`src/rtl/gpio_rf_pkg.sv`:
```
package gpio_rf_pkg;

  localparam int NUM_BANKS = 8;
  localparam int REG_W     = 32;
  localparam int ADDR_W    = 8;
  localparam int OFS_W     = 4;
  localparam int BANK_W    = $clog2(NUM_BANKS);
  localparam int FIELD_W   = 2;
  localparam int FIELDS    = REG_W / FIELD_W;

  localparam logic [OFS_W-1:0]   OFS_CFG  = 4'h0;
  localparam logic [OFS_W-1:0]   OFS_DAT  = 4'h4;
  localparam logic [OFS_W-1:0]   OFS_PULL = 4'h8;
  localparam logic [FIELD_W-1:0] FLD_IN   = 2'b00;
  localparam logic [FIELD_W-1:0] FLD_OUT  = 2'b01;

  typedef logic [REG_W-1:0] word_t;

  typedef enum logic [1:0] {SEL_CFG, SEL_DAT, SEL_PULL, SEL_NONE} reg_sel_e;

  typedef struct packed {
    logic              hit;
    logic [BANK_W-1:0] bank;
    reg_sel_e          sel;
  } bus_dec_t;

  // implemented pins per bank
  function automatic int pin_count(input int b);
    case (b)
      0:       return 23;
      1:       return 11;
      2, 3, 4: return 16;
      5:       return 8;
      6:       return 16;
      7:       return 11;
      default: return 0;
    endcase
  endfunction

  function automatic word_t pin_mask(input int b);
    word_t m;
    m = '0;
    for (int i = 0; i < REG_W; i++)
      if (i < pin_count(b)) m[i] = 1'b1;
    return m;
  endfunction

  function automatic word_t cfg_reset(input int b);
    return (b == 0) ? 32'h07ff_ffff : '0;
  endfunction

  function automatic word_t pull_reset(input int b);
    case (b)
      3:       return 32'h0000_f000;
      6:       return 32'h0000_f800;
      default: return '0;
    endcase
  endfunction

  // pins that drive from the data register
  function automatic word_t drive_bits(input int b, input word_t cfg);
    word_t v;
    v = '0;
    for (int i = 0; i < REG_W; i++) begin
      if (b == 0)
        v[i] = ~cfg[i];
      else if (i < FIELDS)
        v[i] = (cfg[FIELD_W*i +: FIELD_W] == FLD_OUT);
    end
    return v & pin_mask(b);
  endfunction

  // pins whose external level is copied into the data register
  function automatic word_t sense_bits(input int b, input word_t cfg);
    word_t v;
    v = '0;
    if (b != 0)
      for (int i = 0; i < FIELDS; i++)
        v[i] = (cfg[FIELD_W*i +: FIELD_W] == FLD_IN);
    return v & pin_mask(b);
  endfunction

  function automatic word_t merge_inputs(input word_t cur, input word_t lvl, input word_t sense);
    return (cur & ~sense) | (lvl & sense);
  endfunction

  function automatic bus_dec_t decode_addr(input logic [ADDR_W-1:0] a);
    bus_dec_t d;
    d.bank = a[OFS_W +: BANK_W];
    case (a[OFS_W-1:0])
      OFS_CFG:  d.sel = SEL_CFG;
      OFS_DAT:  d.sel = SEL_DAT;
      OFS_PULL: d.sel = SEL_PULL;
      default:  d.sel = SEL_NONE;
    endcase
    d.hit = (int'(a[ADDR_W-1:OFS_W]) < NUM_BANKS) && (d.sel != SEL_NONE);
    return d;
  endfunction

endpackage

```
`src/rtl/gpio_in_sync.sv`:
```
module gpio_in_sync #(
  parameter int WIDTH  = 32,
  parameter int STAGES = 2
) (
  input  logic             clk,
  input  logic             rst_n,
  input  logic [WIDTH-1:0] din,
  output logic [WIDTH-1:0] dout
);

  logic [STAGES-1:0][WIDTH-1:0] chain;

  for (genvar s = 0; s < STAGES; s++) begin : g_stage
    if (s == 0) begin : g_first
      always_ff @(posedge clk or negedge rst_n)
        if (!rst_n) chain[s] <= '0;
        else        chain[s] <= din;
    end else begin : g_next
      always_ff @(posedge clk or negedge rst_n)
        if (!rst_n) chain[s] <= '0;
        else        chain[s] <= chain[s-1];
    end
  end

  assign dout = chain[STAGES-1];

endmodule

```
`src/rtl/gpio_port_bank.sv`:
```
module gpio_port_bank
  import gpio_rf_pkg::*;
#(
  parameter int BANK_IDX = 0
) (
  input  logic  clk,
  input  logic  rst_n,
  input  logic  wr_cfg,
  input  logic  wr_dat,
  input  logic  wr_pull,
  input  word_t wdata,
  input  word_t lvl,
  output word_t cfg_q,
  output word_t dat_q,
  output word_t pull_q,
  output word_t pin_out,
  output word_t pin_oe,
  output word_t drive_upd,
  output word_t sense_mask
);

  localparam word_t MASK     = pin_mask(BANK_IDX);
  localparam word_t CFG_RST  = cfg_reset(BANK_IDX);
  localparam word_t PULL_RST = pull_reset(BANK_IDX);

  word_t drive_mask;
  word_t dat_base;
  word_t dat_d;

  assign drive_mask = drive_bits(BANK_IDX, cfg_q);
  assign sense_mask = sense_bits(BANK_IDX, cfg_q);
  assign pin_oe     = drive_mask;

  // pins that present a new level after this write
  assign drive_upd = wr_dat ? ((dat_q ^ wdata) & MASK & drive_mask) : '0;

  assign dat_base = wr_dat ? (wdata & MASK) : dat_q;
  assign dat_d    = merge_inputs(dat_base, lvl, sense_mask);

  always_ff @(posedge clk or negedge rst_n) begin
    if (!rst_n) begin
      cfg_q   <= CFG_RST;
      dat_q   <= '0;
      pull_q  <= PULL_RST;
      pin_out <= '0;
    end else begin
      if (wr_cfg)  cfg_q  <= wdata;
      if (wr_pull) pull_q <= wdata;
      dat_q   <= dat_d;
      pin_out <= (pin_out & ~drive_upd) | (wdata & drive_upd);
    end
  end

endmodule

```
`src/rtl/gpio_read_mux.sv`:
```
module gpio_read_mux
  import gpio_rf_pkg::*;
(
  input  bus_dec_t                          dec,
  input  logic [NUM_BANKS-1:0][REG_W-1:0]   cfg_all,
  input  logic [NUM_BANKS-1:0][REG_W-1:0]   dat_all,
  input  logic [NUM_BANKS-1:0][REG_W-1:0]   pull_all,
  output word_t                             rdata
);

  always_comb begin
    rdata = '0;
    if (dec.hit) begin
      case (dec.sel)
        SEL_CFG:  rdata = cfg_all[dec.bank];
        SEL_DAT:  rdata = dat_all[dec.bank];
        SEL_PULL: rdata = pull_all[dec.bank];
        default:  rdata = '0;
      endcase
    end
  end

endmodule

```
`src/rtl/gpio_bank_regfile.sv`:
```
module gpio_bank_regfile
  import gpio_rf_pkg::*;
#(
  parameter int SYNC_STAGES = 2
) (
  input  logic                        clk,
  input  logic                        rst_n,
  input  logic [ADDR_W-1:0]           bus_addr,
  input  logic                        bus_we,
  input  logic [REG_W-1:0]            bus_wdata,
  output logic [REG_W-1:0]            bus_rdata,
  input  logic [NUM_BANKS*REG_W-1:0]  pin_in,
  output logic [NUM_BANKS*REG_W-1:0]  pin_out,
  output logic [NUM_BANKS*REG_W-1:0]  pin_oe
);

  localparam int PIN_W = NUM_BANKS * REG_W;

  bus_dec_t                        dec;
  logic [PIN_W-1:0]                lvl_flat;
  logic [NUM_BANKS-1:0][REG_W-1:0] cfg_all;
  logic [NUM_BANKS-1:0][REG_W-1:0] dat_all;
  logic [NUM_BANKS-1:0][REG_W-1:0] pull_all;
  logic [NUM_BANKS-1:0][REG_W-1:0] lvl_all;
  logic [NUM_BANKS-1:0][REG_W-1:0] sense_all;
  logic [NUM_BANKS-1:0][REG_W-1:0] upd_all;

  assign dec = decode_addr(bus_addr);

  gpio_in_sync #(
    .WIDTH  (PIN_W),
    .STAGES (SYNC_STAGES)
  ) u_sync (
    .clk   (clk),
    .rst_n (rst_n),
    .din   (pin_in),
    .dout  (lvl_flat)
  );

  for (genvar b = 0; b < NUM_BANKS; b++) begin : g_bank
    logic  sel_bank;
    word_t bank_out;
    word_t bank_oe;

    assign sel_bank   = bus_we && dec.hit && (int'(dec.bank) == b);
    assign lvl_all[b] = lvl_flat[b*REG_W +: REG_W];

    gpio_port_bank #(
      .BANK_IDX (b)
    ) u_bank (
      .clk        (clk),
      .rst_n      (rst_n),
      .wr_cfg     (sel_bank && (dec.sel == SEL_CFG)),
      .wr_dat     (sel_bank && (dec.sel == SEL_DAT)),
      .wr_pull    (sel_bank && (dec.sel == SEL_PULL)),
      .wdata      (bus_wdata),
      .lvl        (lvl_all[b]),
      .cfg_q      (cfg_all[b]),
      .dat_q      (dat_all[b]),
      .pull_q     (pull_all[b]),
      .pin_out    (bank_out),
      .pin_oe     (bank_oe),
      .drive_upd  (upd_all[b]),
      .sense_mask (sense_all[b])
    );

    assign pin_out[b*REG_W +: REG_W] = bank_out;
    assign pin_oe[b*REG_W +: REG_W]  = bank_oe;
  end

  gpio_read_mux u_rmux (
    .dec      (dec),
    .cfg_all  (cfg_all),
    .dat_all  (dat_all),
    .pull_all (pull_all),
    .rdata    (bus_rdata)
  );

endmodule

```
`config.mk`:
```
export PLATFORM = sky130hd
export DESIGN_NAME = gpio_bank_regfile
export DESIGN_NICKNAME = d
export VERILOG_FILES = /design/src/rtl/gpio_rf_pkg.sv /design/src/rtl/gpio_in_sync.sv /design/src/rtl/gpio_port_bank.sv /design/src/rtl/gpio_read_mux.sv /design/src/rtl/gpio_bank_regfile.sv
export SDC_FILE = /design/constraint.sdc
export NUM_CORES = 2
export LEC_CHECK = 0
export ABC_AREA = 1
export BUFFER_PORTS_ARGS = -buffer_cell sky130_fd_sc_hd__buf_2
export CORE_ASPECT_RATIO = 1.4
export CORE_UTILIZATION = 44
export CTS_BUF_LIST = sky130_fd_sc_hd__clkbuf_16
export CTS_CLUSTER_DIAMETER = 30
export DETAILED_ROUTE_END_ITERATION = 16
export GPL_TIMING_DRIVEN = 0
export PLACE_DENSITY = 0.75
export SYNTH_ARGS = -nofsm -noshare
export SYNTH_HDL_FRONTEND = slang
export SYNTH_HIERARCHICAL = 1
export SYNTH_SLANG_ARGS = --single-unit
```
`constraint.sdc`:
```
create_clock -name clk -period 2.35 [get_ports clk]
set_input_delay 0.47 -clock clk [delete_from_list [all_inputs] [get_ports clk]]
set_output_delay 0.47 -clock clk [all_outputs]
set_load 0.005 [all_outputs]
```
Word-level counts from Yosys, hierarchy flattened
Index checks and enable logic that the tools add are counted.
{ "word_totals": {"word_cells": 396, "register_bits": 1527, "output_inout_bits": 544} }
{ "classes": {"n_reduce_logical": 131, "mux": 24, "n_eq_ne": 106, "order_cmp": 2, "n_bitwise": 99} }
{ "op_table": {"columns": ["cell", "n"], "rows": [
  ["bitwise AND 32 bit", 23],
  ["2-to-1 mux 32 bit", 19],
  ["OR 32 bit", 15],
  ["binary-select mux 32 bit (select 3 bit)", 3],
  ["NOT 32 bit", 8],
  ["== test 2 x 1 -> 1 bit (second input constant)", 95],
  ["logical NOT 2 bit", 95],
  ["bitwise AND 32 x 16 -> 32 bit", 4],
  ["NOT 16 -> 32 bit", 4],
  ["one-hot mux 32 bit (3 select lines)", 1],
  ["bitwise AND 16 bit", 4],
  ["bitwise AND 32 x 11 -> 32 bit", 2],
  ["NOT 11 -> 32 bit", 2],
  ["bitwise XOR 16 bit", 4],
  ["logical AND 1 bit", 34],
  ["bitwise AND 32 x 8 -> 32 bit", 1],
  ["NOT 8 -> 32 bit", 1],
  ["bitwise AND 23 bit", 1],
  ["NOT 1 bit", 23],
  ["bitwise XOR 23 bit", 1],
  ["bitwise AND 11 bit", 2],
  ["bitwise XOR 11 bit", 2],
  ["== test 3 bit (second input constant)", 4],
  ["bitwise AND 8 bit", 1],
  ["other kinds (12)", 13]
]} }

Logic depth before layout (Yosys ltp)
{ "logic_depth": {"ltp_word": 11, "ltp_mapped": 11} }

By module
Netlist, hierarchy kept.
{ "modules_own_cells": {"columns": ["module", "area_each_um2", "n_inst", "cells_each"], "rows": [
  ["gpio_in_sync", 14734.1, 1, 768],
  ["gpio_port_bank at g_bank[2].u_bank ...", 5131.2, 2, 618],
  ["gpio_read_mux", 9494.1, 1, 2279],
  ["gpio_port_bank at g_bank[1].u_bank ...", 4685.7, 2, 518],
  ["gpio_port_bank at g_bank[0].u_bank", 5515.3, 1, 608],
  ["gpio_port_bank at g_bank[6].u_bank", 5137.4, 1, 618],
  ["gpio_port_bank at g_bank[3].u_bank", 5136.2, 1, 618],
  ["gpio_port_bank at g_bank[5].u_bank", 4381.7, 1, 457],
  ["gpio_bank_regfile", 259.0, 1, 49]
]} }

Least setup slack after synthesis
OpenSTA, ideal clock, no wires.
{ "synth_path": {"path_type": "input to output", "startpoint": "input port bus_addr[1]", "endpoint": "output port bus_rdata[13]", "arrival_ps": 1530, "required_time_ps": 1880, "stages": 8, "slack_ps": 350, "cell_sequence": "nor2_4 nand2_1 nor2_1 clkbuf_1 nand3_1 nand3_1 nand2_1 inv_1"} }
{ "synth_lines": {"columns": ["item", "line", "rtl"], "rows": [
  ["start: declaration", "gpio_bank_regfile.sv:8", "input logic [ADDR_W-1:0] bus_addr,"],
  ["end: declaration", "gpio_bank_regfile.sv:11", "output logic [REG_W-1:0] bus_rdata,"]
]} }

Final worst setup path
{ "layout_path": {"startpoint": "register g_bank[0].u_bank.dat_q[3]", "endpoint": "output port bus_rdata[3]"} }
{ "layout_via": {"elab_chain_len": 4} }
{ "layout_rtl": {"columns": ["item", "line", "rtl"], "rows": [
  ["start: declaration", "gpio_port_bank.sv:14", "output word_t dat_q,"],
  ["start signal: assignment", "gpio_port_bank.sv:49", "dat_q <= dat_d;"],
  ["binary-select mux 32 bit (select 3 bit)", "gpio_read_mux.sv:16", "SEL_DAT: rdata = dat_all[dec.bank];"],
  ["2-to-1 mux 32 bit (not written as such)", "gpio_read_mux.sv:16", null],
  ["one-hot mux 32 bit (3 select lines)", "gpio_read_mux.sv:14", "case (dec.sel)"],
  ["2-to-1 mux 32 bit", "gpio_read_mux.sv:13", "if (dec.hit) begin"]
]} }
No other way between the ends. The select of a mux whose other input is x is not followed.

==> flow_metrics.py <==
metrics = {
    "worst_setup_path": {
        "crit_required_ns": 1.88,
        "critical_path_class": "register to output pin",
        "worstPathMaxFanout": 2,
        "critPathArrivalTime_ns": 2.56,
        "crit_path_end_kind": "output pin",
        "critical_path.startpoint_type": "register",
    },
    "finish": {
        "post_layout_nonfiller_instances": 9665,
        "fill_cells": 10600,
        "final_layout_size_suffix_gt1_frac": 0.291,
        "post-route-cell-area_um2": 68200,
        "final_net_count": 8223,
        "synthToLayoutAreaGrowth_pct": 30.5,
        "finish.utilization": 0.579,
    },
    "pwr": {
        "power_density_nw_per_um2": 762,
        "vdd_ir_drop_max_uv": 829,
        "total_power_mw": 52.0,
        "leakagePower_nw": 38.2,
    },
    "timing": {
        "finalSetupViolCount": 49,
        "max_freq_mhz": 330,
        "worst_clock_skew_ns": 0.0373,
        "setup_repair_after_global_routing_missed_its_margin": "yes",
        "timing_worst_slew_pin_value_ns": 1.42,
        "final_period_minus_worst_setup_slack_ns": 3.03,
        "period_share": 1.29,
        "timing_hold_violations_final": 0,
        "final_critical_path_setup_slack_ns": -0.677,
        "slew-limit-headroom": 0.0550,
        "report.final.slew_viol_count": 0,
    },
    "route": {
        "dr.pass1.iters": 8,
        "route.vias.total": 49600,
        "drtIter0Drc": 5270,
        "ant_nets": 0,
        "drt-vias-per-instance": 5.14,
        "drc": 0,
        "wl_per_cell_um": 25.0,
        "drt-total-wl_um": 242000,
    },
    "clock_tree": {
        "htree_levels": 4,
        "cts.reportedPaths.clkPinSlew_ns": 0.05,
        "tritoncts_clock_tree": "done",
        "cts-buffers-inserted": 181,
        "cts.path.max_buffers": 3,
        "clk_lat_worst_skew_ns": 0.82,
        "clkSinkCount": 934,
        "clockRootBuffer": "clkbuf_16",
    },
    "status": {
        "violations": "setup timing",
        "run_status": "finished, violations left",
    },
    "die": {
        "die_h_um": 410,
        "fp.coreArea_um2": 118000,
        "die-area_um2": 120000,
        "fp-row-count": 149,
        "die_w_um": 293,
        "floorplan.io_pins": 843,
        "initial_utilization": 0.444,
    },
    "synth": {
        "yosys_warnings": 6,
        "mappedNetlistArea_um2": 52300,
        "syn-mean-instance-area_um2": 7.73,
        "syn_inst": 6765,
    },
    "global_routing": {
        "first_pass_grt_wire_length_um": 336000,
        "globalRouteTotalUtil": 0.399,
        "grt_start_max_net_pins": 120,
        "gr-total-overflow": 0,
        "antenna_violations_before_repair": 15,
        "via_count_of_the_first_global_routing_pass": 47400,
    },
    "min_path": {
        "holdCritPathClass": "input pin to register",
    },
    "placement": {
        "placed_cells_incl_taps": 9170,
        "preCtsSetupSlack_ns": -1.39,
        "gp_congestion": 1.07,
        "place.port_buffers": 402,
        "dp_hpwl_um": 179000,
        "dpl_cell_area_um2": 58100,
    },
    "flow_run": {
        "max-cap-violations": 0,
    },
}
-- worst paths after layout --
kind / startpoint / endpoint / slack, ns / cells past startpoint
min: pin_in[103] / u_sync/chain[103] / 0.28 / 2
max reg2reg: g_bank[2].u_bank/cfg_q[25] / register / 1.14 / 6
max in group asynchronous: rst_n / u_sync/dout[232] / 0.37 / 5
min reg2reg: u_sync/chain[132] / u_sync/dout[132] / 0.33 / 0
min in group asynchronous: rst_n / u_sync/chain[33] / 0.30 / 3
max: g_bank[0].u_bank/dat_q[3] / bus_rdata[3] / -0.68 / 7
-- cells in the final DEF (no fill, tap or decap), types with 6 or more instances in the layout --
master / instances
buf_12: 13
conb_1: 417
nand3_2: 172
clkbuf_2: 21
nor3_1: 16
o21ai_0: 136
clkinvlp_4: 20
nand2_4: 20
dlygate4sd3_1: 95
a21oi_1: 259
nand2_1: 2152
clkbuf_16: 189
nand3_1: 483
inv_4: 6
inv_2: 45
dfrtp_2: 17
nand2_2: 120
buf_16: 11
dfstp_2: 36
nor2_1: 280
nor3_2: 7
buf_6: 65
clkbuf_1: 16
mux2_2: 172
clkbuf_4: 10
inv_6: 15
bufinv_16: 25
clkbuf_8: 10
clkinv_4: 27
dfrtp_1: 881
mux2_4: 58
inv_1: 937
clkinv_2: 26
buf_2: 468
clkinv_1: 18
buf_4: 640
nor2_4: 100
nand3_4: 40
o211ai_1: 32
-- power breakdown --
group	switching (mW)	internal [mW]	total [mW]
combinational	5.14	2.39	7.53
clock	9.44	17.3	26.7
sequential	0.711	17.0	17.8
-- critical path, stage by stage (launching register included) --
cell,delay (ns)
dfrtp_1,0.39
o211ai_1,0.66
nand3_1,0.20
nand3_2,0.14
nand3_4,0.11
nand2_4,0.09
inv_2,0.03
buf_2,0.11
-- layer usage --
| metal | global-route usage | vias up | routed length [µm] |
|---|---|---|---|
| met5 | 0 | - | 28 |
| met4 | 0.325 | 6 | 23100 |
| li1 | - | 22200 | - |
| met1 | 0.475 | 23900 | 89400 |
| met2 | 0.625 | 2877 | 109000 |
| met3 | 0.0807 | 707 | 20000 |
-- metrics by stage --
step                hold slack (ns)  TNS [ns]
global route                  0.266    -12.40
CTS                           0.240    -11.44
global placement              0.332         -
floorplan                     0.174         0
finish                        0.284    -12.15
detailed placement            0.335   -312.96
-- area by class of cell --
class	count	area, µm²	share of cell area
clock inverters	148	1590	0.0233
diodes	4	10.0	0.000147
multi-input cells	4472	22900	0.336
clock buffers	187	4680	0.0686
inverters	976	3700	0.0543
repair inverters	1	8.76	0.000128
repair buffers	568	3820	0.0560
flip-flops and latches	934	23400	0.344
plain buffers	790	6090	0.0892
well taps	1585	1980	0.0291
-- repair_timing --
action / in CTS / in global routing
hold buffers: 95 / 0
gates resized for setup: 542 / 149
hold endpoints to repair: 197 / 0
pin swaps: 77 / 79
gates cloned: 1 / 0
setup buffers: 52 / 10
setup endpoints to repair: 33 / 174
(Power assumes the default switching activity.)
